File: config.mk
export PLATFORM = sky130hd
export DESIGN_NAME = scan_tap_ctrl
export DESIGN_NICKNAME = d
export VERILOG_FILES = /design/src/rtl/scan_tap_pkg.sv /design/src/rtl/scan_tap_fsm.sv /design/src/rtl/scan_par_reg.sv /design/src/rtl/scan_tap_datapath.sv /design/src/rtl/scan_tap_ctrl.sv
export SDC_FILE = /design/constraint.sdc
export NUM_CORES = 1
export LEC_CHECK = 0
export ABC_AREA = 1
export BUFFER_PORTS_ARGS = -buffer_cell sky130_fd_sc_hd__buf_2
export CELL_PAD_IN_SITES_DETAIL_PLACEMENT = 2
export CELL_PAD_IN_SITES_GLOBAL_PLACEMENT = 2
export CORE_ASPECT_RATIO = 0.75
export CORE_MARGIN = 2
export CORE_UTILIZATION = 35
export DETAILED_ROUTE_END_ITERATION = 7
export PLACE_DENSITY_LB_ADDON = 0.1
export SLEW_MARGIN = 25
export SYNTH_ARGS = -nofsm -noshare
export SYNTH_HDL_FRONTEND = slang
export SYNTH_SLANG_ARGS = --single-unit
File: constraint.sdc
create_clock -name tck -period 1.9 [get_ports tck]
set_input_delay 0.285 -clock tck [delete_from_list [all_inputs] [get_ports tck]]
set_output_delay 0.285 -clock tck [all_outputs]
set_load 0.03 [all_outputs]
File: src/rtl/scan_tap_pkg.sv
package scan_tap_pkg;

  typedef enum logic [3:0] {
    TS_RESET, TS_IDLE,
    TS_SEL_DR, TS_CAP_DR, TS_SHIFT_DR, TS_EXIT1_DR, TS_PAUSE_DR, TS_EXIT2_DR, TS_UPD_DR,
    TS_SEL_IR, TS_CAP_IR, TS_SHIFT_IR, TS_EXIT1_IR, TS_PAUSE_IR, TS_EXIT2_IR, TS_UPD_IR
  } tapState_e;

  // strobes from the controller to the datapath, valid for the coming rising edge
  typedef struct packed {
    logic tlReset;
    logic capIr;
    logic shIr;
    logic updIr;
    logic capDr;
    logic shDr;
    logic updDr;
  } tapCtrl_t;

  localparam int IR_W = 16;

  localparam logic [IR_W-1:0] OP_PIN_TEST = 16'h0000;
  localparam logic [IR_W-1:0] OP_SAMPLE   = 16'h0002;
  localparam logic [IR_W-1:0] OP_IDENT    = 16'h0004;
  localparam logic [IR_W-1:0] OP_BYPASS   = 16'hFFFF;
  localparam logic [IR_W-1:0] OP_FL_CTRL  = 16'h0082;
  localparam logic [IR_W-1:0] OP_FL_DATA  = 16'h0083;
  localparam logic [IR_W-1:0] OP_FL_ADDR  = 16'h0084;
  localparam logic [IR_W-1:0] OP_FL_SCALE = 16'h0085;

  typedef enum logic [2:0] {
    DR_BOUND, DR_IDENT, DR_BYPASS, DR_FL_CTRL, DR_FL_DATA, DR_FL_ADDR, DR_FL_SCALE
  } drSel_e;

  function automatic drSel_e decodeOp(input logic [IR_W-1:0] op);
    drSel_e s;
    case (op)
      OP_PIN_TEST, OP_SAMPLE: s = DR_BOUND;
      OP_IDENT:               s = DR_IDENT;
      OP_FL_CTRL:             s = DR_FL_CTRL;
      OP_FL_DATA:             s = DR_FL_DATA;
      OP_FL_ADDR:             s = DR_FL_ADDR;
      OP_FL_SCALE:            s = DR_FL_SCALE;
      default:                s = DR_BYPASS;
    endcase
    return s;
  endfunction

endpackage

File: src/rtl/scan_tap_fsm.sv
module scan_tap_fsm
  import scan_tap_pkg::*;
(
  input  logic     tck,
  input  logic     rstN,
  input  logic     tms,
  output tapCtrl_t ctrl
);

  tapState_e state, nextState;

  always_comb begin
    nextState = state;
    case (state)
      TS_RESET:    nextState = tms ? TS_RESET    : TS_IDLE;
      TS_IDLE:     nextState = tms ? TS_SEL_DR   : TS_IDLE;
      TS_SEL_DR:   nextState = tms ? TS_SEL_IR   : TS_CAP_DR;
      TS_CAP_DR:   nextState = tms ? TS_EXIT1_DR : TS_SHIFT_DR;
      TS_SHIFT_DR: nextState = tms ? TS_EXIT1_DR : TS_SHIFT_DR;
      TS_EXIT1_DR: nextState = tms ? TS_UPD_DR   : TS_PAUSE_DR;
      TS_PAUSE_DR: nextState = tms ? TS_EXIT2_DR : TS_PAUSE_DR;
      TS_EXIT2_DR: nextState = tms ? TS_UPD_DR   : TS_SHIFT_DR;
      TS_UPD_DR:   nextState = tms ? TS_SEL_DR   : TS_IDLE;
      TS_SEL_IR:   nextState = tms ? TS_RESET    : TS_CAP_IR;
      TS_CAP_IR:   nextState = tms ? TS_EXIT1_IR : TS_SHIFT_IR;
      TS_SHIFT_IR: nextState = tms ? TS_EXIT1_IR : TS_SHIFT_IR;
      TS_EXIT1_IR: nextState = tms ? TS_UPD_IR   : TS_PAUSE_IR;
      TS_PAUSE_IR: nextState = tms ? TS_EXIT2_IR : TS_PAUSE_IR;
      TS_EXIT2_IR: nextState = tms ? TS_UPD_IR   : TS_SHIFT_IR;
      TS_UPD_IR:   nextState = tms ? TS_SEL_DR   : TS_IDLE;
      default:     nextState = TS_RESET;
    endcase
  end

  always_ff @(posedge tck or negedge rstN) begin
    if (!rstN) state <= TS_RESET;
    else       state <= nextState;
  end

  always_comb begin
    ctrl.tlReset = (state == TS_RESET);
    ctrl.capIr   = (state == TS_CAP_IR);
    ctrl.shIr    = (state == TS_SHIFT_IR);
    ctrl.updIr   = (state == TS_UPD_IR);
    ctrl.capDr   = (state == TS_CAP_DR);
    ctrl.shDr    = (state == TS_SHIFT_DR);
    ctrl.updDr   = (state == TS_UPD_DR);
  end

endmodule

File: src/rtl/scan_par_reg.sv
module scan_par_reg #(
  parameter int W = 8
) (
  input  logic         tck,
  input  logic         rstN,
  input  logic         sel,
  input  logic         cap,
  input  logic         sh,
  input  logic         upd,
  input  logic         tdi,
  input  logic [W-1:0] parIn,
  output logic         sout,
  output logic [W-1:0] parOut,
  output logic         updPulse
);

  logic [W-1:0] shiftQ;

  always_ff @(posedge tck or negedge rstN) begin
    if (!rstN) begin
      shiftQ   <= '0;
      parOut   <= '0;
      updPulse <= 1'b0;
    end else begin
      updPulse <= 1'b0;
      if (sel && cap)     shiftQ <= parIn;
      else if (sel && sh) shiftQ <= {tdi, shiftQ[W-1:1]};
      if (sel && upd) begin
        parOut   <= shiftQ;
        updPulse <= 1'b1;
      end
    end
  end

  assign sout = shiftQ[0];

endmodule

File: src/rtl/scan_tap_datapath.sv
module scan_tap_datapath
  import scan_tap_pkg::*;
#(
  parameter int          BS_LEN     = 8,
  parameter logic [31:0] ID_VALUE   = 32'h1A4C_5027,
  parameter int          FL_CTRL_W  = 8,
  parameter int          FL_DATA_W  = 8,
  parameter int          FL_ADDR_W  = 17,
  parameter int          FL_SCALE_W = 8
) (
  input  logic                  tck,
  input  logic                  rstN,
  input  logic                  tdi,
  input  tapCtrl_t              ctrl,
  output logic                  tdo,
  output logic                  tdoEn,
  input  logic [BS_LEN-1:0]     bsIn,
  output logic [BS_LEN-1:0]     bsOut,
  output logic                  bsDriveEn,
  input  logic [FL_CTRL_W-1:0]  flCtrlIn,
  output logic [FL_CTRL_W-1:0]  flCtrlOut,
  output logic                  flCtrlUpd,
  input  logic [FL_DATA_W-1:0]  flDataIn,
  output logic [FL_DATA_W-1:0]  flDataOut,
  output logic                  flDataUpd,
  input  logic [FL_ADDR_W-1:0]  flAddrIn,
  output logic [FL_ADDR_W-1:0]  flAddrOut,
  output logic                  flAddrUpd,
  input  logic [FL_SCALE_W-1:0] flScaleIn,
  output logic [FL_SCALE_W-1:0] flScaleOut,
  output logic                  flScaleUpd
);

  localparam int ID_W = 32;
  localparam logic [IR_W-1:0] IR_CAPTURE = {{(IR_W-2){1'b0}}, 2'b01};

  logic [IR_W-1:0]   irShift, irReg;
  logic [BS_LEN-1:0] bsShift;
  logic [ID_W-1:0]   idShift;
  logic              bypQ;
  drSel_e            sel;
  logic              serialBit, shiftNow;
  logic              ctrlOut, dataOut, addrOut, scaleOut;

  // instruction path
  always_ff @(posedge tck or negedge rstN) begin
    if (!rstN)           irShift <= '0;
    else if (ctrl.capIr) irShift <= IR_CAPTURE;
    else if (ctrl.shIr)  irShift <= {tdi, irShift[IR_W-1:1]};
  end

  always_ff @(posedge tck or negedge rstN) begin
    if (!rstN)             irReg <= OP_PIN_TEST;
    else if (ctrl.tlReset) irReg <= OP_PIN_TEST;
    else if (ctrl.updIr)   irReg <= irShift;
  end

  assign sel       = decodeOp(irReg);
  assign bsDriveEn = (irReg == OP_PIN_TEST) && !ctrl.tlReset;

  // boundary chain
  always_ff @(posedge tck or negedge rstN) begin
    if (!rstN) begin
      bsShift <= '0;
      bsOut   <= '0;
    end else if (sel == DR_BOUND) begin
      if (ctrl.capDr)     bsShift <= bsIn;
      else if (ctrl.shDr) bsShift <= {tdi, bsShift[BS_LEN-1:1]};
      if (ctrl.updDr)     bsOut   <= bsShift;
    end
  end

  // identification word
  always_ff @(posedge tck or negedge rstN) begin
    if (!rstN) idShift <= '0;
    else if (sel == DR_IDENT) begin
      if (ctrl.capDr)     idShift <= ID_VALUE;
      else if (ctrl.shDr) idShift <= {tdi, idShift[ID_W-1:1]};
    end
  end

  // bypass stage
  always_ff @(posedge tck or negedge rstN) begin
    if (!rstN) bypQ <= 1'b0;
    else if (sel == DR_BYPASS) begin
      if (ctrl.capDr)     bypQ <= 1'b0;
      else if (ctrl.shDr) bypQ <= tdi;
    end
  end

  // flash-access registers
  scan_par_reg #(.W(FL_CTRL_W)) flCtrl_i (
    .tck(tck), .rstN(rstN), .sel(sel == DR_FL_CTRL),
    .cap(ctrl.capDr), .sh(ctrl.shDr), .upd(ctrl.updDr), .tdi(tdi),
    .parIn(flCtrlIn), .sout(ctrlOut), .parOut(flCtrlOut), .updPulse(flCtrlUpd));

  scan_par_reg #(.W(FL_DATA_W)) flData_i (
    .tck(tck), .rstN(rstN), .sel(sel == DR_FL_DATA),
    .cap(ctrl.capDr), .sh(ctrl.shDr), .upd(ctrl.updDr), .tdi(tdi),
    .parIn(flDataIn), .sout(dataOut), .parOut(flDataOut), .updPulse(flDataUpd));

  scan_par_reg #(.W(FL_ADDR_W)) flAddr_i (
    .tck(tck), .rstN(rstN), .sel(sel == DR_FL_ADDR),
    .cap(ctrl.capDr), .sh(ctrl.shDr), .upd(ctrl.updDr), .tdi(tdi),
    .parIn(flAddrIn), .sout(addrOut), .parOut(flAddrOut), .updPulse(flAddrUpd));

  scan_par_reg #(.W(FL_SCALE_W)) flScale_i (
    .tck(tck), .rstN(rstN), .sel(sel == DR_FL_SCALE),
    .cap(ctrl.capDr), .sh(ctrl.shDr), .upd(ctrl.updDr), .tdi(tdi),
    .parIn(flScaleIn), .sout(scaleOut), .parOut(flScaleOut), .updPulse(flScaleUpd));

  // serial output select
  always_comb begin
    if (ctrl.shIr) serialBit = irShift[0];
    else begin
      case (sel)
        DR_BOUND:    serialBit = bsShift[0];
        DR_IDENT:    serialBit = idShift[0];
        DR_FL_CTRL:  serialBit = ctrlOut;
        DR_FL_DATA:  serialBit = dataOut;
        DR_FL_ADDR:  serialBit = addrOut;
        DR_FL_SCALE: serialBit = scaleOut;
        default:     serialBit = bypQ;
      endcase
    end
  end

  assign shiftNow = ctrl.shIr || ctrl.shDr;

  always_ff @(negedge tck or negedge rstN) begin
    if (!rstN) begin
      tdo   <= 1'b0;
      tdoEn <= 1'b0;
    end else begin
      tdo   <= shiftNow ? serialBit : 1'b0;
      tdoEn <= shiftNow;
    end
  end

endmodule

File: src/rtl/scan_tap_ctrl.sv
module scan_tap_ctrl
  import scan_tap_pkg::*;
#(
  parameter int          BS_LEN     = 8,
  parameter logic [31:0] ID_VALUE   = 32'h1A4C_5027,
  parameter int          FL_CTRL_W  = 8,
  parameter int          FL_DATA_W  = 8,
  parameter int          FL_ADDR_W  = 17,
  parameter int          FL_SCALE_W = 8
) (
  input  logic                  tck,
  input  logic                  rstN,
  input  logic                  tms,
  input  logic                  tdi,
  output logic                  tdo,
  output logic                  tdoEn,
  input  logic [BS_LEN-1:0]     bsIn,
  output logic [BS_LEN-1:0]     bsOut,
  output logic                  bsDriveEn,
  input  logic [FL_CTRL_W-1:0]  flCtrlIn,
  output logic [FL_CTRL_W-1:0]  flCtrlOut,
  output logic                  flCtrlUpd,
  input  logic [FL_DATA_W-1:0]  flDataIn,
  output logic [FL_DATA_W-1:0]  flDataOut,
  output logic                  flDataUpd,
  input  logic [FL_ADDR_W-1:0]  flAddrIn,
  output logic [FL_ADDR_W-1:0]  flAddrOut,
  output logic                  flAddrUpd,
  input  logic [FL_SCALE_W-1:0] flScaleIn,
  output logic [FL_SCALE_W-1:0] flScaleOut,
  output logic                  flScaleUpd
);

  tapCtrl_t ctrlBus;

  scan_tap_fsm fsm_i (
    .tck(tck), .rstN(rstN), .tms(tms), .ctrl(ctrlBus));

  scan_tap_datapath #(
    .BS_LEN(BS_LEN), .ID_VALUE(ID_VALUE), .FL_CTRL_W(FL_CTRL_W),
    .FL_DATA_W(FL_DATA_W), .FL_ADDR_W(FL_ADDR_W), .FL_SCALE_W(FL_SCALE_W)
  ) dp_i (
    .tck(tck), .rstN(rstN), .tdi(tdi), .ctrl(ctrlBus),
    .tdo(tdo), .tdoEn(tdoEn),
    .bsIn(bsIn), .bsOut(bsOut), .bsDriveEn(bsDriveEn),
    .flCtrlIn(flCtrlIn), .flCtrlOut(flCtrlOut), .flCtrlUpd(flCtrlUpd),
    .flDataIn(flDataIn), .flDataOut(flDataOut), .flDataUpd(flDataUpd),
    .flAddrIn(flAddrIn), .flAddrOut(flAddrOut), .flAddrUpd(flAddrUpd),
    .flScaleIn(flScaleIn), .flScaleOut(flScaleOut), .flScaleUpd(flScaleUpd));

endmodule

=== Word-level counts from Yosys, hierarchy flattened ===
Index checks and enable logic that the tools add are counted.
Widths: inputs -> output; s select.

* Reductions and logical operators: 33
* Muxes and demuxes: 39
* Eq/ne operators: 27

{| class="wikitable"
|+ Operator list
! kind !! number
|-
| $eq 16x8->1 const B || 4
|-
| $mux 16 || 4
|-
| $mux 32 || 2
|-
| $mux 8 || 8
|-
| $pmux 4 s12 || 1
|-
| $mux 17 || 2
|-
| $eq 4x4->1 const B || 8
|-
| $pmux 3 s6 || 1
|-
| $eq 16x2->1 const B || 1
|-
| $eq 16x3->1 const B || 1
|-
| $eq 4x3->1 const B || 4
|-
| $logic_not 16->1 || 1
|-
| $mux 4 || 4
|-
| $reduce_bool 2->1 || 7
|-
| $logic_and 1x1->1 || 13
|-
| $mux 1 || 11
|-
| $eq 3x3->1 const B || 3
|-
| $eq 4x2->1 const B || 2
|-
| $reduce_and 2->1 || 4
|-
| $eq 3x2->1 const B || 2
|-
| $mux 2 || 3
|-
| $mux 3 || 2
|-
| $pmux 1 s6 || 1
|-
| $reduce_or 2->1 || 3
|-
| 7 further kinds || 7
|}

* Logic and storage cells: 120
* Register bits: 173
* Input port bits: 53
* Output and inout port bits: 56

=== Depth between registers and ports, before layout ===
* Depth after elaboration: 7
* Mapped depth: 12
* Depth with buffers taken out: 12

=== By module ===
A second synthesis with hierarchy kept.

* Cells, all modules: 958
* Area total of the unflattened synthesis: 8039.0 sq um

{| class="wikitable"
|+ By module, submodules not included
! module !! times used !! area each (sq um) !! cells an instance
|-
| scan_tap_datapath || 1 || 3639.7 || 405
|-
| scan_par_reg (dp_i.flCtrl_i ...) || 3 || 777.0 || 95
|-
| scan_par_reg (dp_i.flAddr_i) || 1 || 1662.8 || 202
|-
| scan_tap_fsm || 1 || 405.4 || 66
|}

==> flow_metrics.tcl <==
set metrics [dict create \
    place_inst 1235 \
    max_stage_delay_ns 0.43 \
    grt_pass1_vias 7137 \
    syn_nets 874 \
    cts_buffer_depth 2 \
    ys_types 32 \
    h-tree-depth 4 \
    rsz0062_at_grt "yes" \
    antenna_found_initial 0 \
    core_area_sq_um 21100 \
    worst-setup-path-type "flip-flop to flip-flop" \
    antenna_cells 0 \
    cp_max_fo 8 \
    worst_path_max_delay_cell "dfrtp_1" \
    grt_max_degree 70 \
    seq_area_frac_synth_pct 57.9 \
    worstSetupStartpointType "flip-flop" \
    dr.pass1.iters 4 \
    num_vias 6814 \
    grt-ovfl-total 0 \
    slew_violations 0 \
    finalHoldViolations 0 \
    dpl-instance-area_sq_um 8670 \
    cp-startpoint "dp_i.irReg[11]$_DFFE_PN0P_" \
    r2r_end "dp_i.tdo$_DFF_NN0_" \
    fp.dieH_microns 131 \
    hpwlAfterDp_mm 16.1 \
    synth_area_sq_um 7480 \
    ys_ff_latch 173 \
    place_ws_ns -0.556 \
    final_cells 1310 \
    synthToLayoutAreaGrowth_pct 38.8 \
    avgSynthCellArea_sq_um 9.11 \
    clkTransAtPathRegs_ns 0.07 \
    crit_path_frequent_cell "nand2_2" \
    cp-endpoint "dp_i.tdo$_DFF_NN0_" \
    ys_warn_count 0 \
    cts_tree "yes" \
    rr_worst_depth 10 \
    wirelength_mm 28.6 \
    power.density_nw_per_um2 1080 \
    min_path_type "input pin to flip-flop" \
    crit_arrival_ns 1.91 \
    io_buffers 108 \
    pin_count 109 \
    max_cap_violations 0 \
    viasPerCell 5.20 \
    rrSetupSlack_ns -0.70 \
    crit_required_ns 1.20 \
    status "finished, violations left" \
    drive_above_1_share_pct 38.6 \
    endpoint_kind "flip-flop" \
    cts_inserted_buffers 17 \
    tightest_slew_ns 0.631 \
    dr.first_iter.drc_count 335 \
    peakVddDrop_v 0.000752 \
    fin_nets 1062 \
    start_util_pct 35.5 \
    final_cell_area_sq_um 10400 \
    total_power_w 0.0112 \
    failed_checks "setup timing" \
    rows 46 \
    worstReg2RegStart "dp_i.irReg[11]$_DFFE_PN0P_" \
    fp.dieW_microns 173 \
    cts_sinks 173 \
    worst_skew_pair.late_latency_ns 0.43 \
    drcViolationCount 0 \
    p_leak_nw 4.98 \
    setup_viol 96 \
    root_buffer "clkbuf_16" \
    ant_nets 0 \
    crit_chain "nor2_2 > nand2_2 > nor2_4 > nand2_2 > nand2_2 > nor2_4 > nand2_2 > nand3_2 > nand2_1 > nand2_1" \
    grt_pass1_wl_mm 38.7 \
    wire_per_inst_microns 21.8 \
    final_util_pct 49.3 \
    grt_util_all_layers_pct 21.9 \
    syn_inst 821 \
    worst_slack_ns -0.703 \
    die_area_sq_um 22600 \
    place.gp.congestion 0.802 \
    relSlewSlack_pct 57.9 \
    clock_skew_ns 0.0313 \
]
flip-flops by register name, summed over array words and instances (netlist names), 4 cells and up:
signal,cells
dp_i.bsShift,8
dp_i.flCtrl_i.shiftQ,8
dp_i.flAddr_i.parOut,17
dp_i.bsOut,8
dp_i.flData_i.parOut,8
dp_i.flScale_i.shiftQ,8
dp_i.idShift,32
dp_i.flCtrl_i.parOut,8
dp_i.flScale_i.parOut,8
fsm_i.state,4
dp_i.flData_i.shiftQ,8
dp_i.flAddr_i.shiftQ,17
dp_i.irReg,16
dp_i.irShift,16
cell usage in the layout (no fill, tap or decap), types with 10 or more instances in the layout:
cell type	instances
nand2_1	197
buf_2	104
clkbuf_16	22
nand2_2	38
o221ai_2	15
nor2_4	13
o21ai_0	36
a21oi_1	13
nand3_1	20
o221ai_1	12
o22ai_1	25
inv_1	59
nor2_1	45
o21ai_2	25
nor2_2	15
buf_4	56
buf_6	23
o21ai_1	38
buf_12	10
nand2_4	16
dfrtp_1	170
critical path: cells and delay by family, from the launching register on:
| family | cells | cell delay (ns) |
|---|---|---|
| flip-flops | 1 | 0.43 |
| AND/OR/NAND/NOR | 10 | 1.04 |
what timing repair did:
item                                    CTS  global route
endpoints found under the setup margin   38           110
resized for setup                        37           151
endpoints found under the hold margin    63             0
pin swaps                                13            21
setup buffers                            14            18
hold buffers                              1             0
gates cloned                              1            12
synthesized netlist by cell type:
| library cell | number | area (sq um) |
|---|---|---|
| a2111o_1 | 1 | 11.3 |
| a21oi_1 | 15 | 75.1 |
| a22oi_1 | 1 | 7.51 |
| a31oi_1 | 1 | 6.26 |
| buf_2 | 12 | 60.1 |
| buf_4 | 6 | 45.0 |
| buf_6 | 5 | 56.3 |
| clkbuf_1 | 14 | 52.6 |
| dfrtn_1 | 2 | 50.1 |
| dfrtp_1 | 171 | 4280 |
| inv_1 | 66 | 248 |
| inv_2 | 11 | 41.3 |
| nand2_1 | 245 | 920 |
| nand2_2 | 6 | 37.5 |
| nand2_4 | 3 | 33.8 |
| nand3_1 | 21 | 105 |
| nand3_2 | 1 | 10.0 |
| nand3_4 | 2 | 35.0 |
| nand4_1 | 3 | 18.8 |
| nor2_1 | 59 | 221 |
| nor2_2 | 5 | 31.3 |
| nor2_4 | 8 | 90.1 |
| nor3_1 | 2 | 10.0 |
| nor3_2 | 1 | 10.0 |
| o21ai_0 | 42 | 210 |
| o21ai_1 | 54 | 270 |
| o21ai_2 | 4 | 35.0 |
| o221ai_1 | 22 | 193 |
| o221ai_2 | 7 | 105 |
| o22ai_1 | 27 | 169 |
| o22ai_2 | 3 | 37.5 |
| o31ai_1 | 1 | 7.51 |
cell type report:
type,count,area [sq um]
well taps,288,360
repair buffers,201,1580
inverters,77,329
clock inverters,13,136
flip-flops and latches,173,4330
clock buffers,19,443
repair inverters,2,15.0
fillers,2262,10700
multi-input cells,537,3190
routing by layer:
layer,vias up,GRT usage [%],wire (microns)
met1,3557,28.0,12300
met3,38,4.69,1010
met2,140,38.3,14700
met5,-,0,0
met4,0,5.23,613
li1,3079,-,-
power by group:
part | leakage (nW) | internal (W) | switching (W) | total [W]
sequential | 2.14 | 0.00396 | 0.000178 | 0.00414
combinational | 2.57 | 0.00135 | 0.00220 | 0.00355
clock | 0.270 | 0.00187 | 0.00163 | 0.00350
worst min-delay path by stage:
stage	cells after the start	startpoint	end	slack (ns)
2_1_floorplan	0	rstN	dp_i.bsOut[0]$_DFFE_PN0P_	-0.01
3_3_place_gp	1	rstN	dp_i.irShift[6]$_DFFE_PN0P_	0.12
3_5_place_dp	1	rstN	dp_i.irReg[7]$_DFFE_PN0P_	0.12
4_1_cts	3	flAddrIn[14]	dp_i.flAddr_i.shiftQ[14]$_DFFE_PN0P_	0.10
5_1_grt	3	flCtrlIn[4]	dp_i.flCtrl_i.shiftQ[4]$_DFFE_PN0P_	0.11
6_report	3	flCtrlIn[4]	dp_i.flCtrl_i.shiftQ[4]$_DFFE_PN0P_	0.1
logic make-up after synthesis:
group / synth area share (%)
AND/OR/NAND/NOR: 20.4
flip-flops: 57.9
buffers and inverters: 6.72
AO/OA/AOI/OAI: 15.1
per-stage QoR:
step,hold WS [ns],TNS (ns)
after floorplan,-0.0106,-0.544
after global placement,0.122,-0.450
after detailed placement,0.120,-1.37
after CTS,0.102,-1.44
after global routing,0.109,-27.17
final,0.0958,-16.30
Power figures use the tool's default switching activity.
